--- src/rtl/cfgr_pkg.sv ---
package cfgr_pkg;

  typedef enum logic [1:0] {
    DST_IO    = 2'd0,
    DST_LOCAL = 2'd1,
    DST_LINK  = 2'd2,
    DST_GFX   = 2'd3
  } dest_e;

  // Device claimed by the on-chip bridge when its bit is set in the mask.
  function automatic logic dev_is_local(input logic [31:0] mask, input logic [4:0] dev);
    return mask[dev];
  endfunction

  // Graphics span is empty when the last bus lies below the first.
  function automatic logic span_valid(input logic [7:0] first, input logic [7:0] last);
    return last >= first;
  endfunction

  // Strictly behind the first bus and not past the last.
  function automatic logic behind_first(input logic [7:0] bus, input logic [7:0] first,
                                        input logic [7:0] last);
    return (bus > first) && (bus <= last);
  endfunction

endpackage

--- src/rtl/cfgr_addr_reg.sv ---
module cfgr_addr_reg #(
  parameter logic [31:0] KEEP_MASK = 32'h80FF_FFFC
) (
  input  logic        clk,
  input  logic        rst_n,
  input  logic        wr_en,
  input  logic [31:0] wdata,
  output logic [31:0] cfg_word,
  output logic        cfg_en,
  output logic [7:0]  cfg_bus,
  output logic [4:0]  cfg_dev,
  output logic [2:0]  cfg_func,
  output logic [5:0]  cfg_reg
);

  logic [31:0] word_q;

  always_ff @(posedge clk or negedge rst_n) begin
    if (!rst_n)      word_q <= '0;
    else if (wr_en)  word_q <= wdata & KEEP_MASK;
  end

  assign cfg_word = word_q;
  assign cfg_en   = word_q[31];
  assign cfg_bus  = word_q[23:16];
  assign cfg_dev  = word_q[15:11];
  assign cfg_func = word_q[10:8];
  assign cfg_reg  = word_q[7:2];

endmodule

--- src/rtl/cfgr_target_sel.sv ---
module cfgr_target_sel
  import cfgr_pkg::*;
#(
  parameter logic [31:0] LOCAL_DEV_MASK = 32'h0000_0087
) (
  input  logic       clk,
  input  logic       rst_n,
  input  logic [7:0] bus,
  input  logic [4:0] dev,
  input  logic [7:0] sec_bus,
  input  logic [7:0] sub_bus,
  output dest_e      dest,
  output logic       type1
);

  logic bus_zero;
  logic span_ok;
  logic hit_sec;
  logic hit_behind;
  logic dev_local;

  assign bus_zero   = (bus == 8'd0);
  assign span_ok    = span_valid(sec_bus, sub_bus);
  assign hit_sec    = span_ok && (bus == sec_bus);
  assign hit_behind = behind_first(bus, sec_bus, sub_bus);
  assign dev_local  = dev_is_local(LOCAL_DEV_MASK, dev);

  always_comb begin
    dest  = DST_LINK;
    type1 = 1'b1;
    if (bus_zero) begin
      type1 = 1'b0;
      dest  = dev_local ? DST_LOCAL : DST_LINK;
    end else if (hit_sec) begin
      dest  = DST_GFX;
      type1 = 1'b0;
    end else if (hit_behind) begin
      dest  = DST_GFX;
      type1 = 1'b1;
    end
  end

  // internal claim only on bus 0 and always Type 0
  p_local_bus0_r5: assert property (@(posedge clk) disable iff (!rst_n)
    (dest == DST_LOCAL) |-> (bus_zero && !type1));

  // graphics routing requires a non-empty span containing the bus
  p_gfx_in_span_r8: assert property (@(posedge clk) disable iff (!rst_n)
    (dest == DST_GFX) |-> (sub_bus >= sec_bus && bus >= sec_bus && bus <= sub_bus));

  // an empty span never reaches the graphics port
  p_empty_span_r9: assert property (@(posedge clk) disable iff (!rst_n)
    (sub_bus < sec_bus) |-> (dest != DST_GFX));

endmodule

--- src/rtl/cfgr_top.sv ---
module cfgr_top
  import cfgr_pkg::*;
#(
  parameter int          IO_AW          = 14,
  parameter logic [13:0] ADDR_PORT      = 14'h33E,
  parameter logic [13:0] DATA_PORT      = 14'h33F,
  parameter logic [31:0] LOCAL_DEV_MASK = 32'h0000_0087
) (
  input  logic             clk,
  input  logic             rst_n,
  input  logic             io_valid,
  input  logic             io_write,
  input  logic [IO_AW-1:0] io_addr,
  input  logic [3:0]       io_be,
  input  logic [31:0]      io_wdata,
  input  logic [7:0]       sec_bus,
  input  logic [7:0]       sub_bus,
  output logic             rd_valid,
  output logic [31:0]      rd_data,
  output logic             rt_valid,
  output logic [1:0]       rt_dest,
  output logic             rt_type1,
  output logic             rt_fill_ones,
  output logic [7:0]       rt_bus,
  output logic [4:0]       rt_dev,
  output logic [2:0]       rt_func,
  output logic [5:0]       rt_reg,
  output logic [3:0]       rt_be,
  output logic             rt_write,
  output logic [31:0]      rt_wdata,
  output logic [IO_AW-1:0] rt_io_addr
);

  localparam logic [3:0] FULL_BE = '1;

  logic [31:0] cfg_word;
  logic        cfg_en;
  logic [7:0]  cfg_bus;
  logic [4:0]  cfg_dev;
  logic [2:0]  cfg_func;
  logic [5:0]  cfg_reg;
  dest_e       sel_dest;
  logic        sel_type1;

  // Named request events
  logic hit_latch, hit_window, full_dword;
  logic latch_wr, latch_rd, cfg_cycle, pass_io, route_fire, absent_fn;

  assign hit_latch  = io_valid && (io_addr == ADDR_PORT);
  assign hit_window = io_valid && (io_addr == DATA_PORT);
  assign full_dword = (io_be == FULL_BE);
  assign latch_wr   = hit_latch && full_dword && io_write;
  assign latch_rd   = hit_latch && full_dword && !io_write;
  assign cfg_cycle  = hit_window && cfg_en;
  assign pass_io    = (hit_latch && !full_dword) || (hit_window && !cfg_en);
  assign route_fire = cfg_cycle || pass_io;
  assign absent_fn  = cfg_cycle && (sel_dest == DST_LOCAL) && !io_write && (cfg_func != 3'd0);

  cfgr_addr_reg u_addr_reg (
    .clk      (clk),
    .rst_n    (rst_n),
    .wr_en    (latch_wr),
    .wdata    (io_wdata),
    .cfg_word (cfg_word),
    .cfg_en   (cfg_en),
    .cfg_bus  (cfg_bus),
    .cfg_dev  (cfg_dev),
    .cfg_func (cfg_func),
    .cfg_reg  (cfg_reg)
  );

  cfgr_target_sel #(.LOCAL_DEV_MASK(LOCAL_DEV_MASK)) u_target_sel (
    .clk     (clk),
    .rst_n   (rst_n),
    .bus     (cfg_bus),
    .dev     (cfg_dev),
    .sec_bus (sec_bus),
    .sub_bus (sub_bus),
    .dest    (sel_dest),
    .type1   (sel_type1)
  );

  always_ff @(posedge clk or negedge rst_n) begin
    if (!rst_n) begin
      rd_valid     <= 1'b0;
      rd_data      <= '0;
      rt_valid     <= 1'b0;
      rt_dest      <= DST_IO;
      rt_type1     <= 1'b0;
      rt_fill_ones <= 1'b0;
      rt_bus       <= '0;
      rt_dev       <= '0;
      rt_func      <= '0;
      rt_reg       <= '0;
      rt_be        <= '0;
      rt_write     <= 1'b0;
      rt_wdata     <= '0;
      rt_io_addr   <= '0;
    end else begin
      rd_valid     <= latch_rd;
      rd_data      <= latch_rd ? cfg_word : '0;
      rt_valid     <= route_fire;
      rt_dest      <= pass_io ? DST_IO : sel_dest;
      rt_type1     <= pass_io ? 1'b0 : sel_type1;
      rt_fill_ones <= absent_fn;
      rt_bus       <= cfg_bus;
      rt_dev       <= cfg_dev;
      rt_func      <= cfg_func;
      rt_reg       <= cfg_reg;
      rt_be        <= io_be;
      rt_write     <= io_write;
      rt_wdata     <= io_wdata;
      rt_io_addr   <= io_addr;
    end
  end

  // a dword latch read answers on the next cycle
  p_read_answers_r2: assert property (@(posedge clk) disable iff (!rst_n)
    latch_rd |=> rd_valid);

  // a partial access to the latch port leaves the latch alone
  p_partial_hold_r3: assert property (@(posedge clk) disable iff (!rst_n)
    (hit_latch && !full_dword) |=> $stable(cfg_word));

  // configuration destinations only when the latch was enabled
  p_cfg_needs_en_r4: assert property (@(posedge clk) disable iff (!rst_n)
    (hit_window && !cfg_en) |=> (rt_valid && rt_dest == DST_IO));

  // route and read response never overlap
  p_exclusive_r11: assert property (@(posedge clk) disable iff (!rst_n)
    $countones({rt_valid, rd_valid}) <= 1);

  // foreign addresses produce nothing
  p_foreign_quiet_r11: assert property (@(posedge clk) disable iff (!rst_n)
    (!hit_latch && !hit_window) |=> (!rt_valid && !rd_valid));

endmodule

--- config.mk ---
export PLATFORM = sky130hd
export DESIGN_NAME = cfgr_top
export DESIGN_NICKNAME = d
export VERILOG_FILES = /design/src/rtl/cfgr_pkg.sv /design/src/rtl/cfgr_addr_reg.sv /design/src/rtl/cfgr_target_sel.sv /design/src/rtl/cfgr_top.sv
export SDC_FILE = /design/constraint.sdc
export NUM_CORES = 1
export LEC_CHECK = 0
export BUFFER_PORTS_ARGS = -buffer_cell sky130_fd_sc_hd__buf_4
export CORE_UTILIZATION = 43
export DETAILED_ROUTE_END_ITERATION = 8
export PLACE_DENSITY_LB_ADDON = 0.25
export SYNTH_ARGS = -nofsm -noshare
export SYNTH_HDL_FRONTEND = slang
export SYNTH_SLANG_ARGS = --single-unit
--- constraint.sdc ---
create_clock -name clk -period 1.6 [get_ports clk]
set_input_delay 0.08 -clock clk [delete_from_list [all_inputs] [get_ports clk]]
set_output_delay 0.08 -clock clk [all_outputs]
set_load 0.01 [all_outputs]
==> impl.org <==
** Cells and area
- Share of cells above drive strength 1 :: slightly below 50%
- The number of antenna diodes in the final layout is 0.
- For this run, the number of standard cells in the final layout without fillers is between 700 and 800.
- The net count of the finished layout is ~650.
- Counting flops per register, the top entry is rt_wdata.
- The register with the most flip-flops in the layout has 32 of them.
- Area grow syn2layout :: 65.7%

** Global route
- Largest net degree at the start of global routing :: 42
- Met2 global-route usage :: just under 40%
- Busiest metal layer after global routing :: met2
- Grt met3 use :: under 10%
- Summed over all layers, the global routing overflow is 0.
- The via count of the first global-routing pass was 3522.
- Wire length of the first global-routing pass :: between 15000 and 20000 um
- Initial antenna violation count :: 0
- In the global route stage, met1 resource usage came out at 25.1%.
- Global routing used 22.0% of the available tracks.

** Timing
- Portion of the clock cycle consumed by the worst path in the final layout :: 105%
- Pins Over Slew Limit :: 0
- Highest achievable clock rate :: 593 MHz
- The routed design could run at a clock period as short as 1.68 ns.
- Final setup violation count :: 3
- The total count of hold-check failures in the final report was 0.
- For the final database, setup skew stands at ~0.011 ns.
- Setup TNS Final :: -0.170 ns
- Setup repair after global routing could not meet its margin everywhere.
- Setup slack on the critical path of the routed design comes to -0.0849 ns.

** Yosys
- The synthesized design devotes to its leading area cell type 69.9% of total area.
- Fraction of the yosys area taken by sequential cells :: 69.9%
- The biggest area contributor in the post-synthesis netlist is dfrtp_1.
- Most common cell in the synthesized netlist :: dfrtp_1
- After synthesis the cells add up to roughly 4500 sq um.
- For this run, asynchronously set or reset flops after synthesis account for 100%.
- EDFF count, synth :: 0
- Yosys printed 0 warnings.
- Top_reg_cell synth :: dfrtp_1
- Yosys attributes the largest share of cell area to dfrtp_1, ha_1, mux2_4, and2_1, buf_4.
- Top cells by count, synth :: dfrtp_1, ha_1, and2_1
- Synthesized flop and latch total :: 125
- Number of standard cells after synthesis :: roughly 290
- Distinct cell type count of the synthesized netlist :: 38
- The average instance in the mapped netlist occupies 15.5 sq um.

** CTS
- Root Buffer Master :: clkbuf_8
- Number of sinks handled by clock tree synthesis :: 125
- Clock tree from TritonCTS :: done
- Clock tree synthesis inserted a total of 17 buffers.
- The H-tree was split into 4 levels.
- CTS max path bufs :: 2
- Worst skew pair latency :: approximately 0.5 ns
- After clock tree synthesis, the clock-pin slew on the worst setup and hold paths is 0.06 ns.

** Critical path
- Arrival time reported for the critical path endpoint :: roughly 2.1 ns
- The number of cells on the worst reg-to-reg path is 5.
- The setup path with the least slack is of type reg2reg.
- Reg-to-reg startpoint :: u_addr_reg.cfg_word[20]$_DFFE_PN0P_
- STA classifies the critical path endpoint as a flip-flop.
- Required @ worst endpoint :: 2.02 ns
- Endpoint of the most critical register-to-register path :: rt_fill_ones$_DFF_PN0_
- The worst setup path is launched from a flip-flop.
- Reg2reg setup slack :: -0.08 ns
- Along the worst path, the maximum fanout reaches 4.

** Route
- For this run, design rule violations remaining after detail routing come to 0.
- Vias per cell :: roughly 4.6
- Total detailed-routing wirelength :: between 10000 and 15000 um
- Summing over every cut layer, the via total after detailed routing is between 3000 and 4000.
- Drt first pass iters :: 4
- The detailed router finished its first iteration with 84 violations.
- The count of nets left with antenna violations once routing finished came out at 0.
- After detailed routing, the average wire length per cell comes to about 16 um.

** Worst hold path
- The tightest min-delay check is of the in2async type.

** Job
- The tool flagged a number of max-cap violations equal to 0.

** Placement
- Number of I/O port buffers :: between 150 and 200
- At the end of routability-driven placement, the weighted congestion stood at between 0.7 and 0.8.
- DP Cell Count :: just over 600
- After legalization and detailed placement, the total HPWL measured ~7000 um.
- OpenSTA, run right after detailed placement, puts the worst setup slack at -0.254 ns.

** Outcome
- The flow ran to the end, but the final reports show violations.
- The final reports fail on setup timing.

** Power and ir drop
- LEAKAGE :: 3.93 nW
- Per report_power, the sequential group accounts for around 43% of the total.
- The completed layout was analyzed and its total power is 0.00759 W.
- Power density normalized to cell area :: about 1000 nW/um^2
- Internal power :: between 0.005 and 0.006 W
- Across the VDD grid, the largest voltage drop is around 780 uV.
- Combinational cells account for around 7.9% of the total power.
- In this run the power spent charging and discharging nets is about 0.0017 W.
- Fraction of power consumed by the clock network :: between 40% and 50%
- In this run switching power makes up ~23% of total power.

** Floorplanning
- The core region is 9910 sq um.
- Area of the die :: ~11000 sq um
- For this configuration, the core starts out at a cell density of 45.1%.
- around 180 I/O pins were placed.
- Die boundary height :: slightly above 100 um
- The floorplan step set the die width to 104 um.
- Placement row count :: 36
## layout make-up
cell class | instances | area [sq um]
sequential | 125 | 3130
fill | 626 | 2500
timing repair buffer | 257 | 2130
multi-input combinational | 140 | 1340
clock buffer | 18 | 428
tap | 133 | 166
clock inverter | 14 | 158
inverter | 17 | 63.8
## worst max-delay path, stage by stage (launching register included)
cell and delay [ns]:
dfrtp_1 0.42, or4_4 0.58, nor2_4 0.10, nor4b_4 0.26
nand4_1 0.15, nor2_1 0.10
## power by group through the flow
stage          clock network (W)  registers [W]  logic [W]
2_1_floorplan                  0        0.00334  0.0000958
3_3_place_gp                   0        0.00330   0.000465
3_5_place_dp                   0        0.00330   0.000476
4_1_cts                  0.00378        0.00325   0.000581
5_1_grt                  0.00396        0.00325   0.000652
6_report                 0.00374        0.00325   0.000600
## placed cells by master, fill, tap and decap left out, types with 4 or more instances in the layout
master         synthesis  final
and2_1                23     19
dfrtp_1              125    123
buf_4                  9    195
clkinv_4               0      5
dlygate4sd3_1          0     52
ha_4                   0      4
inv_6                  0      5
conb_1                 1      9
buf_6                  2      4
inv_1                 17     17
clkbuf_16              0     16
a21oi_1               10     10
nand2_1                5      4
and2_4                 0      4
nand4_1                7      7
ha_1                  24     20
mux2_4                20     20
## repair_timing
action | 4_1_cts | 5_1_grt
pin swaps | 4 | 6
gates resized for setup | 7 | 22
setup endpoints to repair | 4 | 50
setup buffers | 3 | 2
hold endpoints to repair | 201 | 3
gates cloned | 0 | 1
hold buffers | 52 | 3
## metal layers
layer  part of all wire [%]  routed length [um]
met5                      0                   0
met4                    1.8                 205
met3                    5.2                 599
met2                     53                6140
met1                     40                4550
## through the flow
step,utilization (%),hold slack [ns],cell area (sq um)
floorplan,-,-0.216,4510
global placement,61.5,0.0476,6090
detailed placement,61.5,0.0543,6090
CTS,73.2,0.0619,7260
global route,74.8,0.102,7410
finish,74.8,0.0778,7410
## worst max-delay path by stage
stage | endpoint | cells after the start | slack, ns | startpoint
after floorplan | u_addr_reg.cfg_word[10]$_DFFE_PN0P_ | 5 | -0.02 | io_addr[11]
after global placement | rd_data[10]$_DFF_PN0_ | 8 | -0.19 | io_addr[11]
after detailed placement | rt_fill_ones$_DFF_PN0_ | 5 | -0.25 | u_addr_reg.cfg_word[20]$_DFFE_PN0P_
after CTS | rt_fill_ones$_DFF_PN0_ | 5 | -0.10 | u_addr_reg.cfg_word[22]$_DFFE_PN0P_
after global routing | rt_fill_ones$_DFF_PN0_ | 5 | -0.15 | u_addr_reg.cfg_word[20]$_DFFE_PN0P_
final | rt_fill_ones$_DFF_PN0_ | 5 | -0.08 | u_addr_reg.cfg_word[20]$_DFFE_PN0P_
## kinds of logic (layout without fill, tap and decap cells)
kind of cell               count (synthesis)  in the layout  share of synthesized area [%]
AOI/OAI and AO/OA                         24             24                           3.38
xor gates and xnor gates                   1              1                          0.196
adders and majority gates                 24             24                           6.71
buffers and inverters                     31            306                           3.75
DFF                                      125            125                           69.9
muxes                                     23             23                           7.47
other                                      1              9                         0.0838
and+or+nand+nor                           59             59                           8.48
Note: power is estimated with default switching activity, not from simulation.
